[src/rtl/pinfn_pkg.sv]
package pinfn_pkg;

  localparam int CTRL_W = 8;
  localparam int MODE_W = 3;

  // bit positions inside the control register
  localparam int BIT_RSVD   = 7;
  localparam int BIT_IRQ1   = 6;
  localparam int BIT_IRQ0   = 5;
  localparam int BIT_NMIPOL = 4;
  localparam int BIT_BUSREL = 3;

  localparam logic [CTRL_W-1:0] RSVD_MASK = CTRL_W'(1) << BIT_RSVD;

  typedef enum logic [1:0] {
    ROLE_GPIO      = 2'd0,
    ROLE_IRQ_IN    = 2'd1,
    ROLE_BUSREQ_IN = 2'd2,
    ROLE_BUSGNT_OUT = 2'd3
  } pin_role_e;

  // modes 1..4 are expanded (external bus); all others single-chip
  function automatic logic mode_expanded(input logic [MODE_W-1:0] m);
    return (m >= MODE_W'(1)) && (m <= MODE_W'(4));
  endfunction

endpackage

[src/rtl/pinfn_regs.sv]
module pinfn_regs
  import pinfn_pkg::*;
#(
  parameter logic [CTRL_W-1:0] RESET_VAL = 8'h87
) (
  input  logic              clk,
  input  logic              rst,
  input  logic              hw_stby,
  input  logic              sw_stby,
  input  logic              we,
  input  logic [CTRL_W-1:0] wdata,
  output logic [CTRL_W-1:0] rdata,
  output logic              irq1_en,
  output logic              irq0_en,
  output logic              nmi_rise,
  output logic              bus_rel_en
);

  logic [CTRL_W-1:0] store_q;
  logic [CTRL_W-1:0] wr_val;
  logic              wr_ok;

  // reserved bit forced high on every write
  assign wr_val = (wdata & ~RSVD_MASK) | RSVD_MASK;
  assign wr_ok  = we && !sw_stby;

  always_ff @(posedge clk) begin
    if (rst || hw_stby) begin
      store_q <= RESET_VAL | RSVD_MASK;
    end else if (wr_ok) begin
      store_q <= wr_val;
    end
  end

  assign rdata      = store_q;
  assign irq1_en    = store_q[BIT_IRQ1];
  assign irq0_en    = store_q[BIT_IRQ0];
  assign nmi_rise   = store_q[BIT_NMIPOL];
  assign bus_rel_en = store_q[BIT_BUSREL];

  // hardware standby reloads the reset value
  p_hw_load_r1: assert property (@(posedge clk) disable iff (rst)
    hw_stby |=> (rdata == (RESET_VAL | RSVD_MASK)));

  // software standby freezes the contents
  p_sw_hold_r2: assert property (@(posedge clk) disable iff (rst)
    (sw_stby && !hw_stby) |=> $stable(rdata));

  // reserved bit stays high after a write of zero to it
  p_rsvd_one_r3: assert property (@(posedge clk) disable iff (rst)
    (we && !wdata[BIT_RSVD]) |=> rdata[BIT_RSVD]);

  // accepted write lands in bits 6..0
  p_write_r4: assert property (@(posedge clk) disable iff (rst)
    (we && !sw_stby && !hw_stby) |=> (rdata[CTRL_W-2:0] == $past(wdata[CTRL_W-2:0])));

endmodule

[src/rtl/pinfn_sync.sv]
module pinfn_sync #(
  parameter int             W       = 8,
  parameter int             STAGES  = 2,
  parameter logic [W-1:0]   RST_VAL = '0
) (
  input  logic         clk,
  input  logic         rst,
  input  logic [W-1:0] d,
  output logic [W-1:0] q
);

  logic [STAGES-1:0][W-1:0] chain;

  always_ff @(posedge clk) begin
    if (rst) begin
      for (int s = 0; s < STAGES; s++) chain[s] <= RST_VAL;
    end else begin
      chain[0] <= d;
      for (int s = 1; s < STAGES; s++) chain[s] <= chain[s-1];
    end
  end

  assign q = chain[STAGES-1];

  // output is the input delayed by STAGES edges (checked for 2 stages)
  generate
    if (STAGES == 2) begin : g_chk2
      p_delay_r7: assert property (@(posedge clk) disable iff (rst)
        $past(!rst) |=> (q == $past(d, 2)));
    end
  endgenerate

endmodule

[src/rtl/pinfn_nmi_edge.sv]
module pinfn_nmi_edge #(
  parameter logic IDLE_LVL = 1'b1
) (
  input  logic clk,
  input  logic rst,
  input  logic sync_lvl,
  input  logic rise_sel,
  output logic nmi_req
);

  logic prev_q;
  logic rise_hit;
  logic fall_hit;

  // previous sample tracks only the synchronised pin, never the select
  assign rise_hit = sync_lvl && !prev_q;
  assign fall_hit = !sync_lvl && prev_q;

  always_ff @(posedge clk) begin
    if (rst) begin
      prev_q  <= IDLE_LVL;
      nmi_req <= 1'b0;
    end else begin
      prev_q  <= sync_lvl;
      nmi_req <= rise_sel ? rise_hit : fall_hit;
    end
  end

  // a pulse lasts one cycle unless the select moved in between
  p_nmi_single_r8: assert property (@(posedge clk) disable iff (rst)
    (nmi_req && $stable(rise_sel)) |=> !nmi_req);

  // a pulse needs a real change of the synchronised level
  p_nmi_needs_edge_r9: assert property (@(posedge clk) disable iff (rst)
    nmi_req |-> ($past(sync_lvl) != $past(sync_lvl, 2)));

endmodule

[src/rtl/pinfn_pinmux.sv]
module pinfn_pinmux
  import pinfn_pkg::*;
#(
  parameter int W         = 8,
  parameter int IRQ1_PIN  = 6,
  parameter int IRQ0_PIN  = 5,
  parameter int BREQ_PIN  = 2,
  parameter int BGNT_PIN  = 3
) (
  input  logic         clk,
  input  logic         rst,
  input  logic         irq1_en,
  input  logic         irq0_en,
  input  logic         bus_rel_en,
  input  logic         expanded,
  input  logic [W-1:0] gpio_dout,
  input  logic [W-1:0] gpio_ddr,
  input  logic         bus_grant,
  input  logic         irq1_lvl,
  input  logic         irq0_lvl,
  input  logic         breq_lvl,
  output logic [W-1:0] pad_out,
  output logic [W-1:0] pad_oe,
  output logic         irq1,
  output logic         irq0,
  output logic         bus_req
);

  logic         bus_on;
  logic [W-1:0] nxt_out;
  logic [W-1:0] nxt_oe;

  assign bus_on = expanded && bus_rel_en;

  function automatic pin_role_e pick_role(input int idx, input logic i1, input logic i0,
                                          input logic bon);
    if (idx == IRQ1_PIN && i1)      return ROLE_IRQ_IN;
    else if (idx == IRQ0_PIN && i0) return ROLE_IRQ_IN;
    else if (idx == BREQ_PIN && bon) return ROLE_BUSREQ_IN;
    else if (idx == BGNT_PIN && bon) return ROLE_BUSGNT_OUT;
    else                             return ROLE_GPIO;
  endfunction

  always_comb begin
    nxt_out = '0;
    nxt_oe  = '0;
    for (int i = 0; i < W; i++) begin
      unique case (pick_role(i, irq1_en, irq0_en, bus_on))
        ROLE_GPIO: begin
          nxt_out[i] = gpio_dout[i];
          nxt_oe[i]  = gpio_ddr[i];
        end
        ROLE_BUSGNT_OUT: begin
          nxt_out[i] = bus_grant;
          nxt_oe[i]  = 1'b1;
        end
        default: begin
          nxt_out[i] = 1'b0;
          nxt_oe[i]  = 1'b0;
        end
      endcase
    end
  end

  always_ff @(posedge clk) begin
    if (rst) begin
      pad_out <= '0;
      pad_oe  <= '0;
      irq1    <= 1'b0;
      irq0    <= 1'b0;
      bus_req <= 1'b0;
    end else begin
      pad_out <= nxt_out;
      pad_oe  <= nxt_oe;
      irq1    <= irq1_en && irq1_lvl;
      irq0    <= irq0_en && irq0_lvl;
      bus_req <= bus_on && breq_lvl;
    end
  end

  // IRQ1 role never drives the pad
  p_irq1_hiz_r5: assert property (@(posedge clk) disable iff (rst)
    $past(irq1_en) |-> !pad_oe[IRQ1_PIN]);

  // IRQ0 role never drives the pad
  p_irq0_hiz_r6: assert property (@(posedge clk) disable iff (rst)
    $past(irq0_en) |-> !pad_oe[IRQ0_PIN]);

  // single-chip mode keeps the request output low
  p_single_chip_r10: assert property (@(posedge clk) disable iff (rst)
    !$past(expanded) |-> !bus_req);

  // grant pin is driven while bus release is active
  p_grant_drive_r10: assert property (@(posedge clk) disable iff (rst)
    $past(bus_on) |-> (pad_oe[BGNT_PIN] && pad_out[BGNT_PIN] == $past(bus_grant)));

endmodule

[src/rtl/pinfn_ctrl.sv]
module pinfn_ctrl
  import pinfn_pkg::*;
#(
  parameter int              PORT_W    = 8,
  parameter int              SYNC_N    = 2,
  parameter logic [CTRL_W-1:0] RESET_VAL = 8'h87,
  parameter logic            NMI_IDLE  = 1'b1
) (
  input  logic              clk,
  input  logic              rst,
  input  logic              hw_stby,
  input  logic              sw_stby,
  input  logic [MODE_W-1:0] op_mode,
  input  logic              cpu_we,
  input  logic [CTRL_W-1:0] cpu_wdata,
  output logic [CTRL_W-1:0] cpu_rdata,
  input  logic [PORT_W-1:0] gpio_dout,
  input  logic [PORT_W-1:0] gpio_ddr,
  input  logic [PORT_W-1:0] pad_in,
  output logic [PORT_W-1:0] pad_out,
  output logic [PORT_W-1:0] pad_oe,
  output logic [PORT_W-1:0] port_rd,
  output logic              irq0,
  output logic              irq1,
  input  logic              bus_grant,
  output logic              bus_req,
  input  logic              nmi_pin,
  output logic              nmi_req
);

  localparam int IRQ1_PIN = 6;
  localparam int IRQ0_PIN = 5;
  localparam int BREQ_PIN = 2;
  localparam int BGNT_PIN = 3;

  logic              irq1_en, irq0_en, nmi_rise, bus_rel_en;
  logic              expanded;
  logic [PORT_W-1:0] pad_sync;
  logic              nmi_sync;

  assign expanded = mode_expanded(op_mode);
  assign port_rd  = pad_sync;

  pinfn_regs #(.RESET_VAL(RESET_VAL)) u_regs (
    .clk        (clk),
    .rst        (rst),
    .hw_stby    (hw_stby),
    .sw_stby    (sw_stby),
    .we         (cpu_we),
    .wdata      (cpu_wdata),
    .rdata      (cpu_rdata),
    .irq1_en    (irq1_en),
    .irq0_en    (irq0_en),
    .nmi_rise   (nmi_rise),
    .bus_rel_en (bus_rel_en)
  );

  pinfn_sync #(.W(PORT_W), .STAGES(SYNC_N), .RST_VAL('0)) u_pad_sync (
    .clk (clk),
    .rst (rst),
    .d   (pad_in),
    .q   (pad_sync)
  );

  pinfn_sync #(.W(1), .STAGES(SYNC_N), .RST_VAL(NMI_IDLE)) u_nmi_sync (
    .clk (clk),
    .rst (rst),
    .d   (nmi_pin),
    .q   (nmi_sync)
  );

  pinfn_nmi_edge #(.IDLE_LVL(NMI_IDLE)) u_nmi_edge (
    .clk      (clk),
    .rst      (rst),
    .sync_lvl (nmi_sync),
    .rise_sel (nmi_rise),
    .nmi_req  (nmi_req)
  );

  pinfn_pinmux #(
    .W        (PORT_W),
    .IRQ1_PIN (IRQ1_PIN),
    .IRQ0_PIN (IRQ0_PIN),
    .BREQ_PIN (BREQ_PIN),
    .BGNT_PIN (BGNT_PIN)
  ) u_mux (
    .clk        (clk),
    .rst        (rst),
    .irq1_en    (irq1_en),
    .irq0_en    (irq0_en),
    .bus_rel_en (bus_rel_en),
    .expanded   (expanded),
    .gpio_dout  (gpio_dout),
    .gpio_ddr   (gpio_ddr),
    .bus_grant  (bus_grant),
    .irq1_lvl   (pad_sync[IRQ1_PIN]),
    .irq0_lvl   (pad_sync[IRQ0_PIN]),
    .breq_lvl   (pad_sync[BREQ_PIN]),
    .pad_out    (pad_out),
    .pad_oe     (pad_oe),
    .irq1       (irq1),
    .irq0       (irq0),
    .bus_req    (bus_req)
  );

endmodule

[config.mk]
export PLATFORM = sky130hd
export DESIGN_NAME = pinfn_ctrl
export DESIGN_NICKNAME = d
export VERILOG_FILES = /design/src/rtl/pinfn_pkg.sv /design/src/rtl/pinfn_regs.sv /design/src/rtl/pinfn_sync.sv /design/src/rtl/pinfn_nmi_edge.sv /design/src/rtl/pinfn_pinmux.sv /design/src/rtl/pinfn_ctrl.sv
export SDC_FILE = /design/constraint.sdc
export NUM_CORES = 1
export LEC_CHECK = 0
export BUFFER_PORTS_ARGS = -buffer_cell sky130_fd_sc_hd__buf_4
export CAP_MARGIN = 20
export CELL_PAD_IN_SITES_DETAIL_PLACEMENT = 0
export CELL_PAD_IN_SITES_GLOBAL_PLACEMENT = 1
export CORE_ASPECT_RATIO = 0.7
export CORE_UTILIZATION = 34
export CTS_BUF_LIST = sky130_fd_sc_hd__clkbuf_8 sky130_fd_sc_hd__clkbuf_16
export CTS_CLUSTER_DIAMETER = 80
export DETAILED_ROUTE_END_ITERATION = 8
export MAX_ROUTING_LAYER = met4
export PLACE_DENSITY = 0.94
export SYNTH_ARGS = -nofsm -noshare
export SYNTH_HDL_FRONTEND = slang
export SYNTH_SLANG_ARGS = --single-unit
[constraint.sdc]
create_clock -name clk -period 2.1 [get_ports clk]
set_clock_uncertainty 0.2 [all_clocks]
set_input_delay 0.21 -clock clk [delete_from_list [all_inputs] [get_ports clk]]
set_output_delay 0.21 -clock clk [all_outputs]
set_load 0.03 [all_outputs]
==> results by group, run 1 <==
Critical path
  – Crit end category: flop
  – Most frequent CP cell: dlygate4sd3_1
  – Crit path cell chain: dlygate4sd3_1 > buf_4 > nand2_1 > nand3_1 > dlygate4sd3_1
  – Critical path required time: 2.07 ns
  – CP Launch Type: input pin
  – Arr. time, crit path: 1.58 ns
  – Max FO, Critical Path: 1
  – Critical path type: input pin to flop
  – CP peak stage delay: 0.57 ns
  – Worst path slowest cell: dlygate4sd3_1
  – Slack of the worst reg-to-reg path: 0.51 ns

STA
  – RSZ-0062 raised after global routing: no
  – Max Freq: 622 MHz
  – Endpoints failing setup: 0
  – Min Tclk post-route: 1.61 ns
  – Setup TNS: 0 ns
  – Final Slew Violations: 0
  – Final Hold Fails: 0
  – Period utilization: 0.766

Yosys
  – Part of the Yosys area used for sequential elements: 0.623
  – Mapped Cells: 137
  – Cell taking the most area after synthesis: dfxtp_1
  – Post-synth EDFFs: 0
  – Unique masters post-synth: 21
  – Async S/R FF share, synth: 0
  – Most common cell in the synthesized netlist: dfxtp_1
  – Share of the synthesized area in the top cell type: 0.623
  – Synth Warn #: 0
  – Mapped cell area: 1480 um2
  – Syn Area/Cell: 10.8 um2
  – Most common library cells after synthesis: dfxtp_1 (46), nor2b_1 (25), nand2_1 (15)
  – Syn Nets: 179
  – Top FF cell, synth: dfxtp_1
  – Number of synthesized register bits: 46
  – Top post-synthesis cells by area: dfxtp_1 (62%), nor2b_1 (11%), buf_4 (6.6%), nand2_1 (3.8%), nor3b_1 (2.0%)

Power and ir drop
  – Design Power: 1.83 mW
  – Worst VDD drop: 0.000456 V
  – Sequential share of power: 0.504
  – Internal Pwr Total: 1.44 mW
  – Clock Power Share: 0.352
  – Lkg Pwr: 1.12 nW
  – Cell Pwr Density: 741 nW/um2
  – Switching Fraction: 0.214
  – Net Switching: 0.390 mW
  – Power share of the combinational group: 0.144

Clock network
  – Worst-path clk slew: 0.07 ns
  – Clk sinks: 46
  – Worst-Skew Late Latency: 0.28 ns
  – H-Tree Depth: 2
  – CTS-repair resized insts: 0
  – TritonCTS clock tree: built
  – Max clock buf depth: 2
  – Root Driver: clkbuf_8
  – Cts bufs inserted: 5
  – Post-CTS Setup Inserts: 0
  – Hold_buf cts: 36

Placement
  – Dpl hpwl: 1.96 mm
  – Port Buf Inserts: 75
  – Routability congestion estimate from global placement: 0.684
  – Cell Area, Placed: 1990 um2

Global route
  – Total GRT Usage: 0.148
  – First-pass GRT wire length: 4.89 mm
  – Global route overflow: 0
  – Antenna violations before repair: 0
  – Largest net degree at the start of global routing: 43
  – Vias in the first global route: 1175

Min path
  – Hold WC Path Type: input pin to flop

Final layout
  – Area delta synth->final: 66.9%
  – Final Cell Area: 2470 um2
  – Fill count: 350
  – Share of layout cells above drive strength 1: 0.378
  – Fin nets: 280
  – Diode count: 0

Route
  – Drt drc: 0
  – DR iter-0 viols: 19
  – Routed wire length: 3.13 mm
  – Routed wire per std cell: 10.8 um
  – Via density: 4.11
  – Pre-Repair DR Iteration Count: 2
  – Via count: 1191
  – Number of nets still failing antenna checks after routing: 0

Floorplanning
  – # rows: 19
  – Chip height: 57.2 um
  – Die W: 80.8 um
  – Initial core utilization: 0.366
  – Die Footprint: 4620 um2
  – Core area: 4040 um2
  – I/O pin total: 78

Status
  – Status: finished clean

Run
  – Max-Cap Viols: 0
[flip-flops by register name, indices dropped and copies added, names as in the netlist]
signal,cells
u_mux.bus_req,1
u_mux.irq0,1
u_mux.irq1,1
u_mux.pad_oe,8
u_mux.pad_out,8
u_nmi_edge.nmi_req,1
u_nmi_edge.prev_q,1
u_nmi_sync.chain,1
u_nmi_sync.q,1
u_pad_sync.chain,8
u_pad_sync.q,8
u_regs.rdata,7
[placed cells by master (no fill, tap or decap)]
master,n
nand3_1,3
a31oi_1,1
nor3b_1,4
dfxtp_1,46
clkbuf_8,6
or3_4,1
o21ai_0,1
nor3b_2,2
nor2_1,3
bufinv_16,1
nand3b_1,1
dlygate4sd3_1,36
buf_4,75
nor2b_1,25
nand2b_1,3
conb_1,1
and3_4,1
a21oi_1,5
and3b_1,3
mux2i_1,1
or2_2,4
nand2_1,15
[power by group through the flow]
stage	Combinational (mW)	Sequential [mW]	Clock, mW
6_report	0.264	0.921	0.643
5_1_grt	0.283	0.925	0.710
4_1_cts	0.264	0.921	0.666
3_5_place_dp	0.212	0.942	0
3_3_place_gp	0.210	0.940	0
2_1_floorplan	0.0794	0.979	0
[routing by layer]
| metal | global-route usage | up-vias | wire length, um |
|---|---|---|---|
| li1 | - | 622 | - |
| met1 | 0.154 | 522 | 1320 |
| met2 | 0.260 | 47 | 1550 |
| met3 | 0.0544 | 0 | 263 |
| met4 | 0.0459 | 0 | 0 |
| met5 | - | - | 0 |
[per-stage QoR]
stage	setup WS, ns	std cells	hold WS (ns)	utilization
4_1_cts	0.514	290	0.0182	0.610
6_report	0.491	290	0.0294	0.610
5_1_grt	0.454	290	0.0286	0.610
2_1_floorplan	0.856	137	0.114	-
3_3_place_gp	0.718	247	0.195	0.493
3_5_place_dp	0.713	247	0.200	0.493
[layout make-up]
cell class                 count  area [um2]  area share
timing repair buffer         111         923       0.374
sequential                    46         921       0.373
multi-input combinational     74         444       0.180
clock buffer                   6        82.6      0.0335
tap                           52        65.1      0.0264
clock inverter                 1        30.0      0.0122
[final timing paths]
kind,startpoint,endpoint,cells past startpoint
worst min register to register,u_nmi_sync.chain[0]$_SDFF_PP1_,u_nmi_sync.q$_SDFF_PP1_,1
worst min-delay path,hw_stby,u_regs.rdata[6]$_SDFFE_PP0P_,3
worst max-delay path,cpu_wdata[1],u_regs.rdata[1]$_SDFFE_PP1P_,5
worst max register to register,u_regs.rdata[3]$_SDFFE_PP0P_,u_mux.pad_out[3]$_SDFF_PP0_,3
[cell families (layout without fill, tap and decap cells)]
group,count (synthesis),count (layout),synth area share
DFF,46,46,0.623
buffers and inverters,17,118,0.0762
and+or+nand+nor,65,65,0.267
AOI/OAI and AO/OA,7,7,0.0246
muxes,1,1,0.00677
other,1,1,0.00254
[worst max-delay path: cells and delay by family]
kind          cells  cell delay, ns
simple gates      2            0.12
buf+inv           3            1.24
Note: power is estimated with default switching activity, not from simulation.
==> run 2, diff against run 1 <==
--- a/config.mk
+++ b/config.mk
@@ -5,17 +5,18 @@
 export SDC_FILE = /design/constraint.sdc
 export NUM_CORES = 1
 export LEC_CHECK = 0
+export ABC_AREA = 1
 export BUFFER_PORTS_ARGS = -buffer_cell sky130_fd_sc_hd__buf_4
 export CAP_MARGIN = 20
 export CELL_PAD_IN_SITES_DETAIL_PLACEMENT = 0
 export CELL_PAD_IN_SITES_GLOBAL_PLACEMENT = 1
 export CORE_ASPECT_RATIO = 0.7
-export CORE_UTILIZATION = 34
+export CORE_UTILIZATION = 31
 export CTS_BUF_LIST = sky130_fd_sc_hd__clkbuf_8 sky130_fd_sc_hd__clkbuf_16
 export CTS_CLUSTER_DIAMETER = 80
 export DETAILED_ROUTE_END_ITERATION = 8
 export MAX_ROUTING_LAYER = met4
-export PLACE_DENSITY = 0.94
+export PLACE_DENSITY = 0.89
 export SYNTH_ARGS = -nofsm -noshare
 export SYNTH_HDL_FRONTEND = slang
 export SYNTH_SLANG_ARGS = --single-unit
==> constraint.sdc (replaced) <==
create_clock -name clk -period 1.6 [get_ports clk]
set_clock_uncertainty 0.2 [all_clocks]
set_input_delay 0.16 -clock clk [delete_from_list [all_inputs] [get_ports clk]]
set_output_delay 0.16 -clock clk [all_outputs]
set_load 0.03 [all_outputs]
==> run 2 against run 1 <==
Against the previous run:
- setup slack got worse by 0.46 ns
- core utilization decreased by 6.3 points
- critical path depth unchanged
- first-iteration DRC count increased by 68%
- synthesized cell count increased by 27%
- via count increased by 13%
- final cell count increased by 22%
- die area increased by 14%
- routed wire length increased by 11%
- non-clock buffer count increased by 8
- critical path type unchanged
- hold slack improved by 0.029 ns
- sequential cell count unchanged
==> results by group, run 2 <==
Final layout
  – Most common cell after layout, fill and taps aside: buf_4
  – Fin nets: 325 (+16%)
  – Diode count: 0 (unchanged)
  – Area delta synth->final: 69.2%
  – Fill count: 456 (+30%)
  – Share of layout cells above drive strength 1: 0.313 (-0.0648)
  – Most frequent cells in the layout: buf_4 (75), dfxtp_1 (46), dlygate4sd3_1 (44)

Floorplanning
  – I/O pin total: 78 (unchanged)
  – Core area: 4780 um2 (+18%)
  – # rows: 21 (+2)
  – Die Footprint: 5280 um2 (+14%)
  – Initial core utilization: 0.323 (-0.0425)
  – Die W: 86.4 um (+6.9%)
  – Chip height: 61.1 um (+6.8%)

Critical path
  – Arr. time, crit path: 1.55 ns (-0.03 ns)
  – Critical path's top delay family: buffers and inverters
  – Critical path required time: 1.59 ns (-0.48 ns)
  – Max FO, Critical Path: 1 (unchanged)
  – Critical path type: input pin to flop
  – Buf/Inv on CP: 3 (unchanged)
  – CP peak stage delay: 0.56 ns (about the same)
  – Crit path cell chain: dlygate4sd3_1 > buf_4 > nor2_1 > nor2_1 > dlygate4sd3_1
  – Worst path slowest cell: dlygate4sd3_1
  – Crit end category: flop
  – CP Launch Type: input pin

Yosys
  – Number of synthesized register bits: 46 (unchanged)
  – Top post-synthesis cells by area: dfxtp_1 (60%), nor2_1 (9.5%), inv_1 (8.5%), buf_4 (6.3%), nand2_1 (3.4%)
  – Synth Warn #: 0 (unchanged)
  – Post-synth EDFFs: 0 (unchanged)
  – Async S/R FF share, synth: 0 (unchanged)
  – Syn Area/Cell: 8.88 um2 (-18%)
  – Mapped cell area: 1550 um2 (+4.6%)
  – Unique masters post-synth: 20 (-4.8%)
  – Cell taking the most area after synthesis: dfxtp_1
  – Share of the synthesized area in the top cell type: 0.596 (-0.0272)
  – Most common library cells after synthesis: dfxtp_1 (46), nor2_1 (39), inv_1 (35)
  – Top FF cell, synth: dfxtp_1
  – Part of the Yosys area used for sequential elements: 0.596 (-0.0272)
  – Syn Nets: 216 (+21%)
  – Mapped Cells: 174 (+27%)
  – Most common cell in the synthesized netlist: dfxtp_1

Run
  – Max-Cap Viols: 0 (unchanged)

Route
  – DR iter-0 viols: 32 (+13)
  – Pre-Repair DR Iteration Count: 2 (unchanged)
  – Routed wire length: 3.47 mm (+11%)
  – Met2 WL: 1.64 mm (+5.9%)
  – Met1 WL: 1.52 mm (+15%)
  – Via density: 3.81 (-7.3%)
  – Via count: 1344 (+13%)
  – Metal3 WL: 255 um (-3.0%)
  – Routed wire per std cell: 9.82 um (-9.2%)
  – Number of nets still failing antenna checks after routing: 0 (unchanged)
  – Top Layer Used: met4
  – Drt drc: 0 (unchanged)

STA
  – Setup TNS: 0 ns (unchanged)
  – Final Hold Fails: 0 (unchanged)
  – RSZ-0062 raised after global routing: no
  – Endpoints failing setup: 0 (unchanged)
  – Final Slew Violations: 0 (unchanged)
  – Final WS setup: 0.0323 ns (-0.459 ns)
  – Min Tclk post-route: 1.57 ns
  – Max Freq: 638 MHz
  – Period utilization: 0.980

Power and ir drop
  – Worst VDD drop: 0.000438 V (-3.8%)
  – Cell Pwr Density: 931 nW/um2 (+26%)
  – Lkg Pwr: 1.32 nW (+18%)

Global route
  – First-pass GRT wire length: 5.33 mm (+9.2%)
  – Vias in the first global route: 1272 (+8.3%)
  – Antenna violations before repair: 0 (unchanged)
  – Largest net degree at the start of global routing: 37 (-14%)
  – Total GRT Usage: 0.140 (-0.00841)
  – Global route overflow: 0 (unchanged)

Placement
  – Worst slack at placement: 0.406 ns (-0.307 ns)
  – Port Buf Inserts: 75 (unchanged)
  – Routability congestion estimate from global placement: 0.682 (-0.39%)
  – Dpl hpwl: 2.02 mm (+3.1%)

Clock network
  – Clk sinks: 46 (unchanged)
  – Worst-Skew Late Latency: 0.29 ns (about the same)
  – Root Driver: clkbuf_8
  – Worst-path clk slew: 0.08 ns (about the same)
  – Max clock buf depth: 2 (unchanged)
  – H-Tree Depth: 2 (unchanged)
  – TritonCTS clock tree: built
  – Cts bufs inserted: 5 (unchanged)

Status
  – Status: finished clean

Min path
  – Hold WC Path Type: input pin to flop
[run 2: logic make-up after synthesis]
kind of cell	after synthesis	share of synthesized area
buf+inv	52	0.169
compound gates	8	0.0324
flops	46	0.596
simple gates	67	0.200
other cells	1	0.00243
[run 2: what timing repair did]
action                                  in CTS  in global routing
buffers inserted                             0                  0
resized for setup                            0                  0
endpoints found under the setup margin       0                  0
hold buffers                                44                  0
hold endpoints to repair                    33                  0
[run 2: per-layer routing]
| layer | vias to the layer above | GRT usage |
|---|---|---|
| li1 | 708 | - |
| met1 | 578 | 0.152 |
| met2 | 53 | 0.241 |
| met3 | 5 | 0.0469 |
| met4 | 0 | 0.0571 |
| met5 | - | - |
[run 2: where the power goes]
group	internal (mW)	switching, mW	total [mW]
clock network	0.460	0.380	0.839
logic	0.203	0.180	0.382
registers	1.20	0.0182	1.21
total	1.86	0.577	2.43
[run 2: worst reg2reg max path, delay by kind of cell, from the launching register on]
kind,cells,cell delay (ns)
AND/OR/NAND/NOR,3,0.27
flip-flops,1,0.40
buffers and inverters,2,0.57
[run 2: per-stage QoR]
| step | cell area [um2] | power, mW | hold slack (ns) | instances | util |
|---|---|---|---|---|---|
| global route | 2620 | 2.55 | 0.0780 | 353 | 0.547 |
| global placement | 2060 | 1.54 | 0.148 | 301 | 0.432 |
| CTS | 2620 | 2.47 | 0.0563 | 353 | 0.547 |
| detailed placement | 2060 | 1.54 | 0.156 | 301 | 0.432 |
| floorplan | 1550 | 1.41 | 0.0638 | 174 | - |
| finish | 2620 | 2.43 | 0.0588 | 353 | 0.547 |
[run 2: final timing paths]
path / slack [ns] / depth (start not counted) / start / end
max: 0.03 / 5 / cpu_wdata[3] / u_regs.rdata[3]$_SDFFE_PP0P_
max reg2reg: 0.09 / 5 / u_regs.rdata[3]$_SDFFE_PP0P_ / u_mux.pad_out[3]$_SDFF_PP0_
min reg2reg: 0.20 / 2 / u_pad_sync.chain[4]$_SDFF_PP0_ / u_pad_sync.q[4]$_SDFF_PP0_
min: 0.06 / 5 / op_mode[2] / u_mux.pad_out[2]$_SDFF_PP0_
[run 2: cell type report]
class,count,area (um2),area share
clock buffers,5,68.8,0.0263
clock inverters,3,41.3,0.0158
flip-flops and latches,46,921,0.352
multi-input cells,76,363,0.139
well taps,69,86.3,0.0330
repair buffers,119,1000,0.384
inverters,35,131,0.0502
==> run 3, diff against run 2 <==
--- a/config.mk
+++ b/config.mk
@@ -6,7 +6,8 @@
 export NUM_CORES = 1
 export LEC_CHECK = 0
 export ABC_AREA = 1
-export BUFFER_PORTS_ARGS = -buffer_cell sky130_fd_sc_hd__buf_4
+export ABC_CLOCK_PERIOD_IN_PS = 1600
+export BUFFER_PORTS_ARGS = -buffer_cell sky130_fd_sc_hd__buf_2
 export CAP_MARGIN = 20
 export CELL_PAD_IN_SITES_DETAIL_PLACEMENT = 0
 export CELL_PAD_IN_SITES_GLOBAL_PLACEMENT = 1
==> run 3 against run 2 <==
Against the previous run:
- total power is 6.3% higher
- global-route usage shrank 0.27 points
- critical path depth is the same
- non-clock buffer count unchanged
- design area fell by 5.5%
- maximum frequency increased by 1.1%
- sequential power about the same
- critical endpoint is now u_regs.rdata[5]$_SDFFE_PP0P_
==> results by group, run 3 (synthesis gave the netlist of run 2 again) <==
Final layout
  – Sequential Area: 922 um2 (+0.14%)
  – Fin nets: 325 (unchanged)
  – Fill count: 471 (+3.3%)
  – Fin util: 0.517 (-0.0301)
  – Most frequent cells in the layout: buf_2 (75), dfxtp_1 (45), dlygate4sd3_1 (43)
  – Diode count: 0 (unchanged)
  – Most common cell after layout, fill and taps aside: buf_2
  – Area delta synth->final: 59.9%
  – Area of the multi-input gates: 363 um2 (unchanged)
  – Share of layout cells above drive strength 1: 0.324 (+0.0106)

Critical path
  – Max FO, Critical Path: 1 (unchanged)
  – Critical path type: input pin to flop
  – Crit path cell chain: dlygate4sd3_1 > buf_2 > o21ai_2 > dlygate4sd3_1 > nor2_1
  – Worst path slowest cell: dlygate4sd3_1
  – Most frequent CP cell: dlygate4sd3_1
  – CP peak stage delay: 0.56 ns (about the same)
  – Slack of the worst reg-to-reg path: 0.14 ns (+0.05 ns)
  – Buf/Inv on CP: 3 (unchanged)
  – Critical path required time: 1.59 ns (about the same)
  – Critical path's top delay family: buffers and inverters
  – CP Launch Type: input pin
  – Arr. time, crit path: 1.54 ns (about the same)
  – Crit end category: flop

Clock network
  – Max clock buf depth: 2 (unchanged)
  – Clk sinks: 46 (unchanged)
  – Cts bufs inserted: 5 (unchanged)
  – Worst-Skew Late Latency: 0.29 ns (about the same)
  – H-Tree Depth: 2 (unchanged)
  – Post-CTS Setup Inserts: 0 (unchanged)
  – Worst-path clk slew: 0.09 ns (about the same)
  – TritonCTS clock tree: built
  – Root Driver: clkbuf_8

Floorplanning
  – Die Footprint: 5280 um2 (unchanged)
  – Initial core utilization: 0.323 (unchanged)
  – Die W: 86.4 um (unchanged)
  – I/O pin total: 78 (unchanged)
  – Chip height: 61.1 um (unchanged)
  – Core area: 4780 um2 (unchanged)
  – # rows: 21 (unchanged)

Status
  – Status: finished clean

STA
  – Final Slew Violations: 0 (unchanged)
  – Final Hold Fails: 0 (unchanged)
  – Setup TNS: 0 ns (unchanged)
  – Min Tclk post-route: 1.55 ns (-0.0175 ns)
  – Max Freq: 645 MHz (+1.1%)
  – RSZ-0062 raised after global routing: no
  – Endpoints failing setup: 0 (unchanged)
  – Period utilization: 0.969 (-0.0109)

Global route
  – Vias in the first global route: 1238 (-2.7%)
  – Global route overflow: 0 (unchanged)
  – Largest net degree at the start of global routing: 21 (-43%)
  – First-pass GRT wire length: 5.24 mm (-1.8%)
  – Total GRT Usage: 0.137 (-0.00274)
  – Antenna violations before repair: 0 (unchanged)

Route
  – Pre-Repair DR Iteration Count: 3 (+1)
  – Number of nets still failing antenna checks after routing: 0 (unchanged)
  – Drt drc: 0 (unchanged)
  – DR iter-0 viols: 31 (-3.1%)
  – Via count: 1335 (-0.67%)
  – Routed wire per std cell: 9.39 um (-4.4%)
  – Via density: 3.78 (-0.67%)
  – Routed wire length: 3.31 mm (-4.4%)

Run
  – Max-Cap Viols: 0 (unchanged)

Power and ir drop
  – Cell Pwr Density: 1050 nW/um2 (+13%)
  – Worst VDD drop: 0.000528 V (+20%)
  – Lkg Pwr: 1.29 nW (-1.7%)

Placement
  – Dpl hpwl: 1.99 mm (-1.6%)
  – Port Buf Inserts: 75 (unchanged)
  – Routability congestion estimate from global placement: 0.681 (-0.15%)

Min path
  – Hold WC Path Type: input pin to flop
-- run 3: cell count changes in the layout (fill, tap and decap cells not counted), sizes merged --
cell	delta
buf	+1
bufinv	+1
clkbuf	+1
clkinvlp	-1
dlygate4sd3	-1
inv	-1
-- run 3: final timing paths --
kind	endpoint	start	cells past startpoint
max	u_regs.rdata[5]$_SDFFE_PP0P_	cpu_wdata[5]	5
min	u_mux.pad_oe[3]$_SDFF_PP0_	op_mode[2]	4
min reg2reg	u_pad_sync.q[4]$_SDFF_PP0_	u_pad_sync.chain[4]$_SDFF_PP0_	2
max reg2reg	u_mux.pad_out[3]$_SDFF_PP0_	u_regs.rdata[3]$_SDFFE_PP0P_	5
-- run 3: layout make-up --
type                    instances  area share
clock buffers                   6      0.0334
well taps                      69      0.0349
flip-flops and latches         46       0.373
repair buffers                119       0.334
clock inverters                 2      0.0243
multi-input cells              76       0.147
inverters                      35      0.0532
-- run 3: repair_timing --
action / in CTS / in global routing
hold endpoints to repair: 33 / 0
resized for setup: 0 / 1
setup endpoints to repair: 0 / 1
hold buffers: 43 / 0
-- run 3: worst reg2reg max path: cells and delay by family, from the launching register on --
family	cells	cell delay, ns
and+or+nand+nor	3	0.28
buffers and inverters	2	0.58
DFF	1	0.36
-- run 3: power by group --
| group | total, mW | switching (mW) | leakage [nW] | internal [mW] |
|---|---|---|---|---|
| registers | 1.21 | 0.0163 | 0.380 | 1.20 |
| clock network | 1.04 | 0.375 | 0.0714 | 0.666 |
| logic | 0.336 | 0.177 | 0.842 | 0.159 |
| total | 2.59 | 0.568 | 1.29 | 2.02 |
-- run 3: stage by stage --
stage          cells  power [mW]  setup WS [ns]  hold WS (ns)  area (um2)
2_1_floorplan    174        1.41          0.690        0.0638        1550
3_3_place_gp     302        1.49          0.437         0.147        1900
3_5_place_dp     302        1.50          0.414         0.147        1900
4_1_cts          353        2.62         0.0707       0.00779        2470
5_1_grt          353        2.71        0.00197        0.0259        2470
6_report         353        2.59         0.0498        0.0148        2470
-- run 3: routing by layer --
layer  global-route usage  part of all wire
met2                0.238              0.46
met4               0.0500            0.0075
met3               0.0429             0.065
met1                0.152              0.47
met5                    -                 0
